$ cat config.mk
export PLATFORM = sky130hd
export DESIGN_NAME = evtmr_top
export DESIGN_NICKNAME = d
export VERILOG_FILES = /design/src/rtl/evtmr_pkg.sv /design/src/rtl/evtmr_tick_src.sv /design/src/rtl/evtmr_prescale.sv /design/src/rtl/evtmr_counter.sv /design/src/rtl/evtmr_top.sv
export SDC_FILE = /design/constraint.sdc
export NUM_CORES = 1
export LEC_CHECK = 0
export BUFFER_PORTS_ARGS = -buffer_cell sky130_fd_sc_hd__buf_2
export CAP_MARGIN = 20
export CORE_ASPECT_RATIO = 1.2
export CORE_MARGIN = 2
export CORE_UTILIZATION = 34
export CTS_BUF_LIST = sky130_fd_sc_hd__clkbuf_4
export CTS_CLUSTER_SIZE = 8
export DETAILED_ROUTE_END_ITERATION = 7
export PLACE_DENSITY = 0.52
export SYNTH_ARGS = -nofsm -noshare
export SYNTH_HDL_FRONTEND = slang
export SYNTH_SLANG_ARGS = --single-unit
$ cat constraint.sdc
create_clock -name clk -period 2.45 [get_ports clk]
set_clock_uncertainty 0.05 [all_clocks]
set_input_delay 0.49 -clock clk [delete_from_list [all_inputs] [get_ports clk]]
set_output_delay 0.49 -clock clk [all_outputs]
set_load 0.005 [all_outputs]
$ cat src/rtl/evtmr_pkg.sv
package evtmr_pkg;

   localparam int REG_AW = 2;

   typedef enum logic [REG_AW-1:0] {
      RA_CTRL   = 2'd0,
      RA_CNT_LO = 2'd1,
      RA_HI_BUF = 2'd2,
      RA_STATUS = 2'd3
   } reg_addr_e;

   typedef struct packed {
      logic       spare7;
      logic       wide;
      logic       ext_src;
      logic       spare4;
      logic       bypass;
      logic [2:0] ps_sel;
   } ctrl_t;

   localparam int CTRL_W = $bits(ctrl_t);

endpackage

$ cat src/rtl/evtmr_tick_src.sv
module evtmr_tick_src #(
   parameter int DIV_LOG2    = 2,
   parameter int SYNC_STAGES = 2
) (
   input  logic clk,
   input  logic rst_n,
   input  logic ext_pin,
   input  logic sel_ext,
   output logic tick_o
);

   logic int_tick;
   logic ext_tick;

   if (SYNC_STAGES < 2) begin : g_bad_sync
      $error("evtmr_tick_src: SYNC_STAGES must be at least 2");
   end
   if (DIV_LOG2 < 0) begin : g_bad_div
      $error("evtmr_tick_src: DIV_LOG2 must not be negative");
   end

   if (DIV_LOG2 == 0) begin : g_no_div
      assign int_tick = 1'b1;
   end else begin : g_div
      logic [DIV_LOG2-1:0] div_q;
      always_ff @(posedge clk or negedge rst_n) begin
         if (!rst_n) div_q <= '0;
         else        div_q <= div_q + 1'b1;
      end
      assign int_tick = &div_q;
   end

   logic [SYNC_STAGES-1:0] sync_q;
   logic                   prev_q;

   always_ff @(posedge clk or negedge rst_n) begin
      if (!rst_n) begin
         sync_q <= '0;
         prev_q <= 1'b0;
      end else begin
         sync_q <= {sync_q[SYNC_STAGES-2:0], ext_pin};
         prev_q <= sync_q[SYNC_STAGES-1];
      end
   end

   assign ext_tick = sync_q[SYNC_STAGES-1] & ~prev_q;
   assign tick_o   = sel_ext ? ext_tick : int_tick;

   // a held level yields a single event
   assert_ext_single_R3: assert property (@(posedge clk) disable iff (!rst_n)
      ext_tick |=> !ext_tick);

endmodule

$ cat src/rtl/evtmr_prescale.sv
module evtmr_prescale #(
   parameter int SEL_W = 3
) (
   input  logic             clk,
   input  logic             rst_n,
   input  logic             src_tick,
   input  logic             clr,
   input  logic             bypass,
   input  logic [SEL_W-1:0] sel,
   output logic             tick_o
);

   localparam int PCNT_W = 2 ** SEL_W;

   if (SEL_W < 1 || SEL_W > 4) begin : g_bad_sel
      $error("evtmr_prescale: SEL_W must lie in 1..4");
   end

   logic [PCNT_W-1:0] pcnt_q;
   logic [PCNT_W-1:0] mask;

   always_comb begin
      mask = {PCNT_W{1'b1}} >> (PCNT_W - 1 - int'(sel));
   end

   always_ff @(posedge clk or negedge rst_n) begin
      if (!rst_n)        pcnt_q <= '0;
      else if (clr)      pcnt_q <= '0;
      else if (src_tick) pcnt_q <= pcnt_q + 1'b1;
   end

   assign tick_o = src_tick & (bypass | ((pcnt_q & mask) == mask));

   // a counter load restarts the division
   assert_clear_restarts_R6: assert property (@(posedge clk) disable iff (!rst_n)
      clr |=> (pcnt_q == '0));

endmodule

$ cat src/rtl/evtmr_counter.sv
module evtmr_counter #(
   parameter int BYTE_W = 8
) (
   input  logic                clk,
   input  logic                rst_n,
   input  logic                tick,
   input  logic                wide,
   input  logic                wr_lo,
   input  logic                wr_hi,
   input  logic                rd_lo,
   input  logic [BYTE_W-1:0]   wdata,
   output logic [2*BYTE_W-1:0] cnt_o,
   output logic [BYTE_W-1:0]   hbuf_o,
   output logic                ovf_o
);

   localparam int CNT_W = 2 * BYTE_W;

   logic [CNT_W-1:0]  cnt_q;
   logic [BYTE_W-1:0] hbuf_q;
   logic              at_top;

   assign at_top = wide ? (&cnt_q) : (&cnt_q[BYTE_W-1:0]);
   assign ovf_o  = tick & ~wr_lo & at_top;

   always_ff @(posedge clk or negedge rst_n) begin
      if (!rst_n) begin
         cnt_q <= '0;
      end else if (wr_lo) begin
         if (wide) cnt_q <= {hbuf_q, wdata};
         else      cnt_q[BYTE_W-1:0] <= wdata;
      end else if (tick) begin
         if (wide) cnt_q <= cnt_q + 1'b1;
         else      cnt_q[BYTE_W-1:0] <= cnt_q[BYTE_W-1:0] + 1'b1;
      end
   end

   always_ff @(posedge clk or negedge rst_n) begin
      if (!rst_n)     hbuf_q <= '0;
      else if (wr_hi) hbuf_q <= wdata;
      else if (rd_lo) hbuf_q <= cnt_q[CNT_W-1:BYTE_W];
   end

   assign cnt_o  = cnt_q;
   assign hbuf_o = hbuf_q;

   // a holding-register write leaves the count alone
   assert_hbuf_write_holds_R10: assert property (@(posedge clk) disable iff (!rst_n)
      (wr_hi && !tick && !wr_lo) |=> (cnt_q == $past(cnt_q)));

   // a load wins over a simultaneous event
   assert_load_wins_R13: assert property (@(posedge clk) disable iff (!rst_n)
      wr_lo |=> (cnt_q[BYTE_W-1:0] == $past(wdata)));

   // narrow mode never moves the upper byte except by nothing
   assert_narrow_upper_R7: assert property (@(posedge clk) disable iff (!rst_n)
      !wide |=> (cnt_q[CNT_W-1:BYTE_W] == $past(cnt_q[CNT_W-1:BYTE_W])));

   // a low read captures the live upper byte
   assert_snapshot_R9: assert property (@(posedge clk) disable iff (!rst_n)
      (rd_lo && !wr_hi) |=> (hbuf_q == $past(cnt_q[CNT_W-1:BYTE_W])));

endmodule

$ cat src/rtl/evtmr_top.sv
module evtmr_top
   import evtmr_pkg::*;
#(
   parameter int BYTE_W      = 8,
   parameter int PS_SEL_W    = 3,
   parameter int DIV_LOG2    = 2,
   parameter int SYNC_STAGES = 2
) (
   input  logic              clk,
   input  logic              rst_n,
   input  logic [1:0]        bus_addr,
   input  logic              bus_wr,
   input  logic              bus_rd,
   input  logic [BYTE_W-1:0] bus_wdata,
   output logic [BYTE_W-1:0] bus_rdata,
   input  logic              ext_pin,
   output logic              irq_o
);

   localparam int CNT_W = 2 * BYTE_W;

   if (BYTE_W < CTRL_W) begin : g_bad_byte
      $error("evtmr_top: BYTE_W must hold the control register");
   end
   if (PS_SEL_W > 3) begin : g_bad_ps
      $error("evtmr_top: PS_SEL_W exceeds the control field");
   end

   ctrl_t       ctrl_q;
   logic        flag_q;
   logic        ie_q;
   logic        wr_ctrl, wr_lo, wr_hi, wr_stat, rd_lo;
   logic        src_tick, cnt_tick, ovf;
   logic [CNT_W-1:0]  cnt;
   logic [BYTE_W-1:0] hbuf;

   assign wr_ctrl = bus_wr & (bus_addr == RA_CTRL);
   assign wr_lo   = bus_wr & (bus_addr == RA_CNT_LO);
   assign wr_hi   = bus_wr & (bus_addr == RA_HI_BUF);
   assign wr_stat = bus_wr & (bus_addr == RA_STATUS);
   assign rd_lo   = bus_rd & (bus_addr == RA_CNT_LO);

   always_ff @(posedge clk or negedge rst_n) begin
      if (!rst_n)       ctrl_q <= '0;
      else if (wr_ctrl) ctrl_q <= ctrl_t'(bus_wdata[CTRL_W-1:0]);
   end

   always_ff @(posedge clk or negedge rst_n) begin
      if (!rst_n) begin
         flag_q <= 1'b0;
         ie_q   <= 1'b0;
      end else begin
         if (wr_stat) ie_q <= bus_wdata[1];
         if (ovf)          flag_q <= 1'b1;
         else if (wr_stat) flag_q <= flag_q & bus_wdata[0];
      end
   end

   evtmr_tick_src #(.DIV_LOG2(DIV_LOG2), .SYNC_STAGES(SYNC_STAGES)) u_src (
      .clk     (clk),
      .rst_n   (rst_n),
      .ext_pin (ext_pin),
      .sel_ext (ctrl_q.ext_src),
      .tick_o  (src_tick)
   );

   evtmr_prescale #(.SEL_W(PS_SEL_W)) u_ps (
      .clk      (clk),
      .rst_n    (rst_n),
      .src_tick (src_tick),
      .clr      (wr_lo),
      .bypass   (ctrl_q.bypass),
      .sel      (ctrl_q.ps_sel[PS_SEL_W-1:0]),
      .tick_o   (cnt_tick)
   );

   evtmr_counter #(.BYTE_W(BYTE_W)) u_cnt (
      .clk    (clk),
      .rst_n  (rst_n),
      .tick   (cnt_tick),
      .wide   (ctrl_q.wide),
      .wr_lo  (wr_lo),
      .wr_hi  (wr_hi),
      .rd_lo  (rd_lo),
      .wdata  (bus_wdata),
      .cnt_o  (cnt),
      .hbuf_o (hbuf),
      .ovf_o  (ovf)
   );

   always_comb begin
      unique case (bus_addr)
         RA_CTRL:   bus_rdata = BYTE_W'(ctrl_q);
         RA_CNT_LO: bus_rdata = cnt[BYTE_W-1:0];
         RA_HI_BUF: bus_rdata = hbuf;
         default:   bus_rdata = {{(BYTE_W-2){1'b0}}, ie_q, flag_q};
      endcase
   end

   assign irq_o = flag_q & ie_q;

   // a wrap always leaves the flag set
   assert_wrap_sets_flag_R8: assert property (@(posedge clk) disable iff (!rst_n)
      ovf |=> flag_q);

   // the flag only falls after a clearing write
   assert_flag_sticky_R11: assert property (@(posedge clk) disable iff (!rst_n)
      (flag_q && !(wr_stat && !bus_wdata[0])) |=> flag_q);

   // writing a one cannot create the flag
   assert_no_spurious_flag_R11: assert property (@(posedge clk) disable iff (!rst_n)
      (!flag_q && !ovf) |=> !flag_q);

   // the request follows the enable into the next cycle
   assert_irq_needs_enable_R12: assert property (@(posedge clk) disable iff (!rst_n)
      (wr_stat && !bus_wdata[1]) |=> !irq_o);

endmodule

==> summary.txt <==
Clock network
  – Post-CTS setup buffers: 0
  – Cts bufs inserted: 5
  – CTS Root Cell: clkbuf_4
  – Clk slew on worst S/H paths: 150 ps
  – Post_cts resized: 0
  – # hold bufs at CTS: 0
  – Sinks on the clock net: 47
  – Htree depth: 2
  – CTS tree: built
  – Clock latency on the worst-skew pair: 370 ps
  – CTS Buffer Depth: 2

Finish
  – Most common cell after layout, fill and taps aside: dfrtp_1
  – Share of cells above drive strength 1: 20.8%
  – Antenna Cells: 0
  – Most frequent cells in the layout: dfrtp_1, nand2_1, o21ai_0, buf_2, nor2_1
  – # fillers: 783
  – Nets@finish: 325
  – Final core utilization: 39.1%
  – Post-route design area: 0.00298 mm²
  – Area Overhead vs Synth: 12.4%

Placed design
  – Placement Setup Slack: 245 ps
  – GPL Wtd Cong: 0.811
  – Final HPWL DP: 5.13 mm
  – Port Buffers: 23
  – DP Area: 0.00293 mm²

Setup path
  – Startpoint Class: flop
  – CP endpoint kind: flop
  – CP Class: flop to flop
  – Worst Path Required: 2710 ps
  – Crit-path max FO: 8
  – CP arrival: 2460 ps

Detailed routing
  – Final wirelength: 6.92 mm
  – Drt via density: 5.68
  – Post-route DRC: 0
  – First-pass DRT Iterations: 4
  – Antenna-violating nets left: 0
  – Initial DRC count: 114
  – Wire length per cell: 17.3 µm
  – Total number of vias: 2273

STA
  – Minimum clock period: 2200 ps
  – Worst-Margin Slew: 572 ps
  – Fmax: 455 MHz
  – Slew Limit Headroom: 61.8%
  – Slew Limit Fails: 0
  – Final critical-path share of the clock period: 89.8%
  – RSZ-0062 raised after global routing: no
  – Setup_tns: 0 ps
  – Final setup fails: 0
  – Final setup margin: 251 ps
  – WHS: 19.1 ps
  – Final Hold Vio Count: 0

Hold path
  – Worst min path class: primary input to asynchronous set/reset pin

Synthesis
  – Register area share after synthesis: 44.4%
  – Mapped Cells: 280
  – Post-Syn Area per Cell: 9.47 µm²
  – Post-synth EDFFs: 0
  – Asr flop ratio synth: 100%
  – Seq cells post-synth: 47
  – Ys Warns: 0
  – Syn_nets: 298
  – Prevailing post-synth register cell: dfrtp_1
  – Mapped Area: 0.00265 mm²
  – Count of different cell masters after synthesis: 54

Die
  – IO Pins: 24
  – Chip height: 101 µm
  – Die ar.: 0.00852 mm²
  – Chip width: 84.6 µm
  – Starting Density: 34.8%
  – FP Rows: 35
  – Core Region: 0.00762 mm²

Pwr
  – Maximum VDD drop: 0.404 mV
  – Power Density: 677 mW/mm²
  – Pleak: 1.28 nW

GRT
  – Gr usage total: 17.1%
  – Largest net degree at the start of global routing: 28
  – Vias in the first global route: 2318
  – First-pass GRT wire length: 11.6 mm
  – Initial antenna violation count: 0
  – Overflow after GRT: 0

Run status
  – Status: finished, final reports clean

Flow run
  – Max-cap violations: 0
[layer usage]
layer | share of wire, % | global-route usage (%) | vias up
met5 | 0 | 0 | -
met4 | 2.9 | 6.72 | 0
met3 | 3.3 | 2.46 | 14
met2 | 47 | 29.0 | 62
met1 | 46 | 22.1 | 1116
li1 | - | - | 1081
[worst paths after layout]
check	from	end	slack, ps	cells past startpoint
hold reg to reg	u_src.sync_q[0]	u_src.sync_q[1]	320	0
hold / removal	rst_n	ie_q	20	1
setup / recovery	ctrl_q[1]	u_cnt.cnt_o[4]	250	6
setup reg to reg	ctrl_q[1]	u_cnt.cnt_o[4]	250	6
max in group asynchronous	rst_n	u_cnt.cnt_o[5]	1790	2
min in group clk	ext_pin	u_src.sync_q[0]	170	1
[Yosys cell counts (all sizes together), types with 3 or more instances]
| cell | instances | share of area [%] |
|---|---|---|
| nand4 | 12 | 3.4 |
| nor2 | 16 | 2.3 |
| buf | 6 | 1.3 |
| dfrtp | 47 | 44 |
| xor2 | 5 | 1.7 |
| o21ai | 24 | 4.5 |
| nor3b | 3 | 1.0 |
| or4 | 4 | 1.1 |
| mux2i | 14 | 5.3 |
| nand3 | 14 | 2.6 |
| o211ai | 5 | 1.4 |
| and3 | 5 | 1.2 |
| mux2 | 8 | 3.4 |
| clkbuf | 11 | 1.6 |
| a21oi | 9 | 1.7 |
| o22ai | 5 | 1.2 |
| and2 | 4 | 0.94 |
| inv | 6 | 0.85 |
| a32o | 4 | 1.5 |
| a21boi | 3 | 0.85 |
| ha | 3 | 1.4 |
| nand2 | 41 | 5.9 |
[flip-flops by register name (all words and copies together) (netlist names)]
signal / flops
ctrl_q: 8
flag_q: 1
ie_q: 1
u_cnt.cnt_o: 16
u_cnt.hbuf_o: 8
u_ps.pcnt_q: 8
u_src.g_div.div_q: 2
u_src.prev_q: 1
u_src.sync_q: 2
[report_power, final]
part / internal [mW] / switching (mW)
sequential: 0.917 / 0.176
combinational: 0.258 / 0.296
clock: 0.108 / 0.263
[worst max-delay path, cell delays in order, from the launching register on]
cell and delay (ps):
dfrtp_1 460, a21boi_1 160, o311ai_2 370, nand3_1 290, buf_4 230, or4_1 470, nand3_1 100
[final cells by class]
class	count	area, µm²	area share, %
clock buffer	5	37.5	1.26
clock inverter	3	15.0	0.504
inverter	6	22.5	0.756
multi-input combinational	210	1380	46.3
sequential	47	1180	39.5
tap	92	115	3.86
timing repair buffer	37	233	7.81
[kinds of logic (layout without fill, tap and decap cells)]
group                      count (synthesis)  after routing  share of synthesized area (%)
buffers and inverters                     23             51                           3.68
adders and majority gates                  3              3                           1.42
xor gates and xnor gates                   7              7                           2.31
DFF                                       47             47                           44.4
AOI/OAI and AO/OA                         63             63                           15.4
muxes                                     24             24                           10.4
and+or+nand+nor                          113            113                           22.5
[through the flow]
step | power, mW | cells
3_3_place_gp | 1.66 | 392
3_5_place_dp | 1.67 | 392
2_1_floorplan | 1.43 | 280
6_report | 2.02 | 400
4_1_cts | 2.04 | 400
5_1_grt | 2.16 | 400
Note: power is estimated with default switching activity, not from simulation.
